===== config.mk =====
export PLATFORM = sky130hd
export DESIGN_NAME = dimsmb_top
export DESIGN_NICKNAME = d
export VERILOG_FILES = /design/src/rtl/dimsmb_pkg.sv /design/src/rtl/dimsmb_glitch_filter.sv /design/src/rtl/dimsmb_bus_events.sv /design/src/rtl/dimsmb_slave_fsm.sv /design/src/rtl/dimsmb_top.sv
export SDC_FILE = /design/constraint.sdc
export NUM_CORES = 1
export LEC_CHECK = 0
export CAP_MARGIN = 20
export CORE_MARGIN = 5
export CORE_UTILIZATION = 25
export DETAILED_ROUTE_END_ITERATION = 16
export DONT_BUFFER_PORTS = 1
export HOLD_SLACK_MARGIN = 0.15
export PLACE_DENSITY = 0.39
export SLEW_MARGIN = 15
export SYNTH_ARGS = -nofsm -noshare
export SYNTH_HDL_FRONTEND = slang
export SYNTH_HIERARCHICAL = 1
export SYNTH_SLANG_ARGS = --single-unit

===== constraint.sdc =====
create_clock -name clk -period 2.5 [get_ports clk]
set_input_delay 0.5 -clock clk [delete_from_list [all_inputs] [get_ports clk]]
set_output_delay 0.5 -clock clk [all_outputs]
set_load 0.02 [all_outputs]

===== src/rtl/dimsmb_pkg.sv =====
package dimsmb_pkg;

    localparam int unsigned BYTE_W  = 8;
    localparam int unsigned LVL_W   = 5;
    localparam int unsigned AUX_W   = BYTE_W - LVL_W;
    localparam int unsigned BITCNT_W = $clog2(BYTE_W + 1);

    localparam logic [6:0]        DEV_ADDR  = 7'h2C;
    localparam logic [BYTE_W-1:0] IDX_WRITE = 8'hAA;
    localparam logic [BYTE_W-1:0] IDX_READ  = 8'h00;

    typedef struct packed {
        logic [LVL_W-1:0] level;
        logic [AUX_W-1:0] aux;
    } bright_t;

    typedef enum logic [2:0] {
        ST_IDLE,
        ST_ADDR,
        ST_INDEX,
        ST_WDATA,
        ST_ACK,
        ST_TX,
        ST_IGNORE
    } slv_state_e;

    function automatic logic [LVL_W-1:0] level_to_code(input logic [LVL_W-1:0] lvl);
        return {LVL_W{1'b1}} - lvl;
    endfunction

endpackage


===== src/rtl/dimsmb_glitch_filter.sv =====
module dimsmb_glitch_filter #(
    parameter int unsigned FILT_LEN = 3
) (
    input  logic clk,
    input  logic rst,
    input  logic line_i,
    output logic line_o
);
    localparam int unsigned CW = $clog2(FILT_LEN + 1);

    logic [1:0]    sync_q;
    logic [CW-1:0] run_q;

    always_ff @(posedge clk) begin
        if (rst) begin
            sync_q <= 2'b11;
            run_q  <= '0;
            line_o <= 1'b1;
        end else begin
            sync_q <= {sync_q[0], line_i};
            if (sync_q[1] == line_o) begin
                run_q <= '0;
            end else if (run_q == CW'(FILT_LEN - 1)) begin
                line_o <= sync_q[1];
                run_q  <= '0;
            end else begin
                run_q <= run_q + 1'b1;
            end
        end
    end

    // the filtered line only moves toward the synchronized value
    a_r10_follow_sync: assert property (@(posedge clk) disable iff (rst)
        !$stable(line_o) |-> (line_o == $past(sync_q[1])));

endmodule


===== src/rtl/dimsmb_bus_events.sv =====
module dimsmb_bus_events (
    input  logic clk,
    input  logic rst,
    input  logic scl_f,
    input  logic sda_f,
    output logic start_ev,
    output logic stop_ev,
    output logic scl_rise,
    output logic scl_fall
);
    logic scl_q, sda_q;

    always_ff @(posedge clk) begin
        if (rst) begin
            scl_q <= 1'b1;
            sda_q <= 1'b1;
        end else begin
            scl_q <= scl_f;
            sda_q <= sda_f;
        end
    end

    always_comb begin
        start_ev = scl_f & scl_q & sda_q & ~sda_f;
        stop_ev  = scl_f & scl_q & ~sda_q & sda_f;
        scl_rise = scl_f & ~scl_q;
        scl_fall = ~scl_f & scl_q;
    end

endmodule


===== src/rtl/dimsmb_slave_fsm.sv =====
module dimsmb_slave_fsm
    import dimsmb_pkg::*;
(
    input  logic    clk,
    input  logic    rst,
    input  logic    scl_f,
    input  logic    sda_f,
    input  logic    start_ev,
    input  logic    stop_ev,
    input  logic    scl_rise,
    input  logic    scl_fall,
    output logic    sda_oe,
    output bright_t bright
);
    slv_state_e            state, nxt_q, nxt_c;
    logic [BITCNT_W-1:0]   cnt;
    logic [BYTE_W-1:0]     sh, tx;
    logic                  commit_q, commit_c, rd_armed, arm_c, ack_c;

    always_comb begin
        ack_c    = 1'b0;
        nxt_c    = ST_IGNORE;
        commit_c = 1'b0;
        arm_c    = 1'b0;
        unique case (state)
            ST_ADDR: begin
                if (sh[7:1] == DEV_ADDR) begin
                    if (!sh[0]) begin
                        ack_c = 1'b1;
                        nxt_c = ST_INDEX;
                    end else if (rd_armed) begin
                        ack_c = 1'b1;
                        nxt_c = ST_TX;
                    end
                end
            end
            ST_INDEX: begin
                if (sh == IDX_WRITE) begin
                    ack_c = 1'b1;
                    nxt_c = ST_WDATA;
                end else if (sh == IDX_READ) begin
                    ack_c = 1'b1;
                    arm_c = 1'b1;
                end
            end
            ST_WDATA: begin
                ack_c    = 1'b1;
                commit_c = 1'b1;
            end
            default: ;
        endcase
    end

    always_ff @(posedge clk) begin
        if (rst) begin
            state    <= ST_IDLE;
            nxt_q    <= ST_IDLE;
            cnt      <= '0;
            sh       <= '0;
            tx       <= '0;
            sda_oe   <= 1'b0;
            commit_q <= 1'b0;
            rd_armed <= 1'b0;
            bright   <= '0;
        end else if (stop_ev) begin
            state    <= ST_IDLE;
            sda_oe   <= 1'b0;
            rd_armed <= 1'b0;
            commit_q <= 1'b0;
            cnt      <= '0;
        end else if (start_ev) begin
            state    <= ST_ADDR;
            sda_oe   <= 1'b0;
            commit_q <= 1'b0;
            cnt      <= '0;
        end else begin
            unique case (state)
                ST_ADDR, ST_INDEX, ST_WDATA: begin
                    if (scl_rise && cnt < BITCNT_W'(BYTE_W)) begin
                        sh  <= {sh[BYTE_W-2:0], sda_f};
                        cnt <= cnt + 1'b1;
                    end else if (scl_fall && cnt == BITCNT_W'(BYTE_W)) begin
                        if (ack_c) begin
                            sda_oe   <= 1'b1;
                            state    <= ST_ACK;
                            nxt_q    <= nxt_c;
                            commit_q <= commit_c;
                            rd_armed <= rd_armed | arm_c;
                        end else begin
                            state <= ST_IGNORE;
                        end
                    end
                end
                ST_ACK: begin
                    if (scl_fall) begin
                        cnt      <= '0;
                        state    <= nxt_q;
                        commit_q <= 1'b0;
                        if (commit_q) bright <= bright_t'(sh);
                        if (nxt_q == ST_TX) begin
                            tx     <= BYTE_W'(bright);
                            sda_oe <= ~bright[BYTE_W-1];
                        end else begin
                            sda_oe <= 1'b0;
                        end
                    end
                end
                ST_TX: begin
                    if (scl_fall) begin
                        if (cnt == BITCNT_W'(BYTE_W - 1)) begin
                            sda_oe <= 1'b0;
                            state  <= ST_IGNORE;
                        end else begin
                            sda_oe <= ~tx[BYTE_W-2];
                            tx     <= {tx[BYTE_W-2:0], 1'b0};
                            cnt    <= cnt + 1'b1;
                        end
                    end
                end
                default: ;
            endcase
        end
    end

    // the pull-down turns on only after SCL has been seen low
    a_r8_pull_on_low: assert property (@(posedge clk) disable iff (rst)
        $rose(sda_oe) |-> !$past(scl_f));

    // register moves only at the end of an acknowledged data byte
    a_r9_commit_point: assert property (@(posedge clk) disable iff (rst)
        !$stable(bright) |-> ($past(state) == ST_ACK && $past(scl_fall) && $past(commit_q)));

    // never more than one byte of bits is collected
    a_r10_bit_bound: assert property (@(posedge clk) disable iff (rst)
        cnt <= BITCNT_W'(BYTE_W));

    // acknowledging a read address requires an armed read
    a_r3_read_armed: assert property (@(posedge clk) disable iff (rst)
        (state == ST_ACK && nxt_q == ST_TX) |-> rd_armed);

endmodule


===== src/rtl/dimsmb_top.sv =====
module dimsmb_top
    import dimsmb_pkg::*;
#(
    parameter int unsigned FILT_LEN = 3
) (
    input  logic             clk,
    input  logic             rst,
    input  logic             scl_i,
    input  logic             sda_i,
    output logic             sda_oe,
    output logic [LVL_W-1:0] dac_code,
    output logic [AUX_W-1:0] gpo
);
    localparam int unsigned NLINES = 2;

    logic [NLINES-1:0] raw, filt;
    logic              start_ev, stop_ev, scl_rise, scl_fall;
    bright_t           bright;

    assign raw = {sda_i, scl_i};

    for (genvar g = 0; g < NLINES; g++) begin : g_line
        dimsmb_glitch_filter #(.FILT_LEN(FILT_LEN)) u_filt (
            .clk    (clk),
            .rst    (rst),
            .line_i (raw[g]),
            .line_o (filt[g])
        );
    end

    dimsmb_bus_events u_events (
        .clk      (clk),
        .rst      (rst),
        .scl_f    (filt[0]),
        .sda_f    (filt[1]),
        .start_ev (start_ev),
        .stop_ev  (stop_ev),
        .scl_rise (scl_rise),
        .scl_fall (scl_fall)
    );

    dimsmb_slave_fsm u_fsm (
        .clk      (clk),
        .rst      (rst),
        .scl_f    (filt[0]),
        .sda_f    (filt[1]),
        .start_ev (start_ev),
        .stop_ev  (stop_ev),
        .scl_rise (scl_rise),
        .scl_fall (scl_fall),
        .sda_oe   (sda_oe),
        .bright   (bright)
    );

    assign dac_code = level_to_code(bright.level);
    assign gpo      = bright.aux;

    // no pull-down while the bus is idle after a stop
    a_r8_idle_released: assert property (@(posedge clk) disable iff (rst)
        stop_ev |=> !sda_oe);

endmodule


Word-level counts from Yosys, hierarchy flattened
Cells that the tools add are included.
- bits of input ports: 4
- output and inout bits: 9
- register bits: 48
- $add $sub $neg: 4
- bitwise operators: 19
- reduce and logical (&&, ||, !) cells: 24
- muxes and demuxes: 45
- equal/unequal tests: 28
- order comparisons: 1
- operators by type and width (kind ; count):
    $mux 7 ; 4
    $mux 3 ; 8
    $reduce_and 6->1 ; 4
    $mux 1 ; 20
    $reduce_and 5->1 ; 4
    $mux 4 ; 4
    $ne 2x1->1 const B ; 7
    $pmux 7 s2 ; 1
    $ne 3x2->1 const B ; 4
    $pmux 4 s3 ; 1
    $reduce_or 3->1 ; 4
    $not 1->1 ; 11
    $eq 3x3->1 const B ; 3
    $pmux 3 s3 ; 1
    $eq 8x8->1 const B ; 1
    $logic_not 8->1 ; 1
    $and 1x1->1 ; 7
    $eq 7x6->1 const B ; 1
    $reduce_and 7->1 ; 1
    $eq 3x2->1 const B ; 2
    $pmux 1 s3 ; 2
    $pmux 3 s2 ; 1
    $sub 5x5->5 const A ; 1
    $add 2x1->2 const B ; 2
    other kinds (19) ; 26

Longest topological paths before layout
- depth in word-level cells: 9
- depth in mapped cells: 7

Hierarchy
The synthesis kept the hierarchy.
- modules (own cells, without submodules) (module ; area each (µm²) ; sequential area each (µm²) ; cells an instance ; instances):
    dimsmb_slave_fsm ; 1766.7 ; 720.7 ; 190 ; 1
    dimsmb_glitch_filter ; 166.4 ; 100.1 ; 14 ; 2
    dimsmb_bus_events ; 85.1 ; 40.0 ; 8 ; 1
    dimsmb_top ; 18.8 ; 0.0 ; 5 ; 1

Worst setup path after synthesis
Ideal clock, no wire load.
- path type: register to register
- start point: reg u_events.scl_q
- end point: reg u_fsm.nxt_q[1]
- required time: 2.372 ns
- arrival time: 1.628 ns
- stages on the path, launching flop included: 7
- slack: 0.745 ns
- path buffers: 0
- period minus slack after synthesis: 1.755 ns
- library setup time: 0.128 ns
- path through: dfxtp_1 nor2b_1 nor3b_4 nand4_1 a21oi_2 mux2i_1 nor2_1
- elaborated cells on any way between the ends: 14
- RTL lines (element ; RTL line ; RTL):
    start, declared ; dimsmb_bus_events.sv:11 ; logic scl_q, sda_q;
    start signal, assigned ; dimsmb_bus_events.sv:18 ; scl_q <= scl_f;
    $and 1x1->1 ; dimsmb_bus_events.sv:27 ; scl_fall = ~scl_f & scl_q;
    named net scl_fall ; dimsmb_top.sv:17 ; logic start_ev, stop_ev, scl_rise, scl_fall;
    $logic_and 1x1->1 ; dimsmb_slave_fsm.sv:82 ; end else if (scl_fall && cnt == BITCNT_W'(BYTE_W)) begin
    $reduce_and 6->1 (no line) ; - ;
    end signal, assigned ; dimsmb_slave_fsm.sv:86 ; nxt_q <= nxt_c;
    end, declared ; dimsmb_slave_fsm.sv:15 ; slv_state_e state, nxt_q, nxt_c;
The timed path passes the listed nets, and every way through them passes these cells.
A chain may end at the register's enable or synchronous reset.

Worst setup path after layout
- start point: reg g_line[1].u_filt.line_o
- end point: reg u_fsm.nxt_q[1]
- longest elaborated chain between the ends: 4
- elaborated cells on any way between the ends: 6
- ends and longest elaborated chain (element ; RTL line ; RTL):
    start, declared ; dimsmb_glitch_filter.sv:7 ; output logic line_o
    start signal, assigned ; dimsmb_glitch_filter.sv:24 ; line_o <= sync_q[1];
    $not 1->1 ; dimsmb_bus_events.sv:24 ; start_ev = scl_f & scl_q & sda_q & ~sda_f;
    $and 1x1->1 ; dimsmb_bus_events.sv:24 ;
    named net start_ev ; dimsmb_top.sv:17 ;
    $not 1->1 (no line) ; - ;
    $reduce_and 6->1 (no line) ; - ;
The timed path passes the listed nets, and every way through them passes these cells.

==> out/metrics.yaml <==
clocking:
  clk_latency_ps: 300
  cts_sinks: 48
  post_cts_buffers: 0
  cts_tree: "built"
  cts-buffers-inserted: 5
  holdBufCountCts: 0
  cts_root_buf: "clkbuf_8"
  cts_buffer_depth: 2
  htreeDepth: 2
  post_cts_resized: 0
  clk_pin_slew_ps: 90
floorplanning:
  rows: 34
  ios: 13
  die_area_sq_um: 10800
  start_util_pct: 25.5
  die_w_um: 104
  die_y_um: 104
  core_sq_um: 8640
yosys:
  synth_warnings: 6
  synth_edf_count: 0
  ys_seq_elements: 48
  syn_inst: 231
  syn_area_sq_um: 2200
  ys_seq_area_share_pct: 43.6
  async_flop_share_pct: 0
  avgSynthCellArea_sq_um: 9.54
  synth_cell_types: 52
  syn_nets: 239
  synth_ff_type: "dfxtp_1"
worst_hold_path:
  worstHoldStart: "rst"
  holdPathStages: 1
  hold_path.class: "in2reg"
  min_to: "u_fsm/sh[0]"
setup_path:
  crit_path_end_kind: "flop"
  path_delay_family: "simple AND/OR/NAND/NOR gates"
  critPathKind: "reg2reg"
  start_kind: "flop"
  crit_arrival_ps: 2130
  crit_buf_inv: 0
  reg2reg_depth: 6
  crit_chain: "and4b_1 -> nor3b_4 -> nand4_1 -> a21oi_2 -> mux2i_1 -> nor2_1"
  timing.rr.end: "u_fsm/nxt_q[1]"
  critPathRequiredTime_ps: 2710
  critPathMaxFanout: 6
  slowest_stage: "dfxtp_1"
  slowest_delay_ps: 420
  r2r-start: "g_line[1].u_filt/line_o"
  reg2reg_setup_slack_ps: 580
route:
  viasPerCell: 4.83
  postRouteAntennaNets: 0
  avgRoutedWirePerCell_um: 14.3
  num_vias: 1655
  drtIter0Drc: 79
  drcViolationCount: 0
  drtPass1Iterations: 4
  wl_um: 4900
status:
  outcome: "finished, final reports clean"
timing:
  timing.fmax_ghz: 0.521
  tns_ps: 0
  setup_viol: 0
  finalHoldViolations: 0
  min_period_ps: 1920
  slew_violations: 0
  slew-limit-headroom_pct: 65.9
  rsz0062_at_grt: "false"
  worst_pin_slew_ps: 512
  period_share_pct: 76.8
  skew_ps: 7.24
layout:
  drive_above_1_share_pct: 12.8
  insertedDiodeCount: 0
  area_growth_pct: 9.54
  finish.utilization_pct: 27.9
  finalNetCount: 242
placed_design:
  dp_hpwl_um: 3490
  io_buffer_count: 0
  gp_congestion: 0.788
global_route:
  grt_max_degree: 43
  antenna_found_initial: 0
  grt_pass1_wl_um: 8400
  grt_overflow_total: 0
  grt_use_total_pct: 9.48
  grt_pass1_vias: 1627
job:
  maxCapViolCount: 0
power_and_ir_drop:
  p_leak_nw: 1.02
  peakVddDrop_uv: 184
  powerDensity_nw_per_um2: 517
-- registers in the layout (all words and copies together), names as in the netlist, 2 cells and up --
register and flops:
g_line.u_filt/line_o 2, u_fsm/sh 8, g_line.u_filt/run_q 4, u_fsm/tx 7, u_fsm/cnt 4, u_fsm/state 3, u_fsm/nxt_q 3, g_line.u_filt/sync_q 4
u_fsm/bright 8
-- worst max path at each step --
| stage | from | to | slack [ps] | cells after the start |
|---|---|---|---|---|
| after global placement | g_line[0].u_filt/line_o | u_fsm/nxt_q[1] | 580 | 6 |
| after floorplan | u_events/scl_q | u_fsm/nxt_q[1] | 740 | 6 |
| after global routing | g_line[1].u_filt/line_o | u_fsm/nxt_q[0] | 360 | 6 |
| after detailed placement | g_line[1].u_filt/line_o | u_fsm/nxt_q[1] | 590 | 6 |
| after CTS | g_line[1].u_filt/line_o | u_fsm/nxt_q[0] | 570 | 6 |
| final | g_line[1].u_filt/line_o | u_fsm/nxt_q[1] | 580 | 6 |
-- metal layers --
metal  track usage [%]  vias up  wire length, um
li1                  -      824                -
met1              13.0      793             2510
met2              14.2       34             2130
met3              2.67        4              214
met4              3.33        0               52
met5                 0        -                0
-- area by class of cell --
class / instances / area, sq um
Multi-Input combinational cell: 161 / 1150
Timing Repair Buffer: 2 / 15.0
Clock buffer: 6 / 72.6
Fill cell: 927 / 6220
Tap cell: 108 / 135
Clock inverter: 2 / 16.3
Sequential cell: 48 / 961
Inverter: 16 / 60.1
-- kinds of logic after synthesis --
| kind of cell | count (synthesis) | synth area share (%) |
|---|---|---|
| and+or+nand+nor | 88 | 22.7 |
| muxes | 30 | 14.0 |
| AOI/OAI and AO/OA | 36 | 12.2 |
| adders and majority gates | 4 | 2.27 |
| xor gates and xnor gates | 3 | 1.19 |
| DFF | 48 | 43.6 |
| buffers and inverters | 22 | 4.03 |
-- Yosys cell counts, types with 2 or more instances --
library cell / count / area, sq um
nand2b_1: 2 / 12.5
ha_1: 4 / 50.1
inv_1: 16 / 60.1
a21o_1: 2 / 15.0
nand2_1: 9 / 33.8
and3b_1: 2 / 17.5
nand4_1: 2 / 12.5
nor2b_1: 7 / 43.8
nor4_1: 6 / 37.5
mux2i_1: 24 / 240
xnor2_1: 3 / 26.3
or3_1: 2 / 12.5
nor4bb_1: 2 / 20.0
o21ai_0: 4 / 20.0
and4b_1: 2 / 20.0
or2_1: 2 / 12.5
and3_1: 4 / 25.0
nor3_1: 3 / 15.0
o211ai_1: 3 / 22.5
clkbuf_1: 3 / 11.3
or2_2: 5 / 31.3
buf_2: 2 / 10.0
mux2_2: 6 / 67.6
nand3_1: 3 / 15.0
nor2_1: 29 / 109
a21oi_1: 9 / 45.0
a41o_1: 2 / 20.0
a211o_2: 2 / 20.0
dfxtp_1: 48 / 961
-- cells in the final DEF (no fill, tap or decap), types with 3 or more instances in the layout --
cell type and instances:
dfxtp_1 48, nor2_1 29, mux2i_1 24, inv_1 16
a21oi_1 9, nand2_1 9, nor2b_1 7, nor4_1 6
mux2_2 6, clkbuf_8 5, or2_2 5, ha_1 4
and3_1 4, o21ai_0 4, xnor2_1 3, nor3_1 3
nand3_1 3, o211ai_1 3
-- metrics by stage --
step | hold WS, ps | instances | total power (W) | area (sq um) | worst slack (ps)
after floorplan | 389 | 231 | 0.000804 | 2200 | 745
after global placement | 392 | 335 | 0.000801 | 2320 | 583
after detailed placement | 394 | 335 | 0.000801 | 2320 | 587
after CTS | 243 | 343 | 0.00128 | 2410 | 567
after global routing | 235 | 343 | 0.00132 | 2410 | 363
final | 258 | 343 | 0.00125 | 2410 | 579
-- power breakdown --
group / switching, W / internal, W
Combinational: 0.00000671 / 0.00000618
Sequential: 0.00000190 / 0.000768
Clock: 0.000265 / 0.000199
Note: power is estimated with default switching activity, not from simulation.
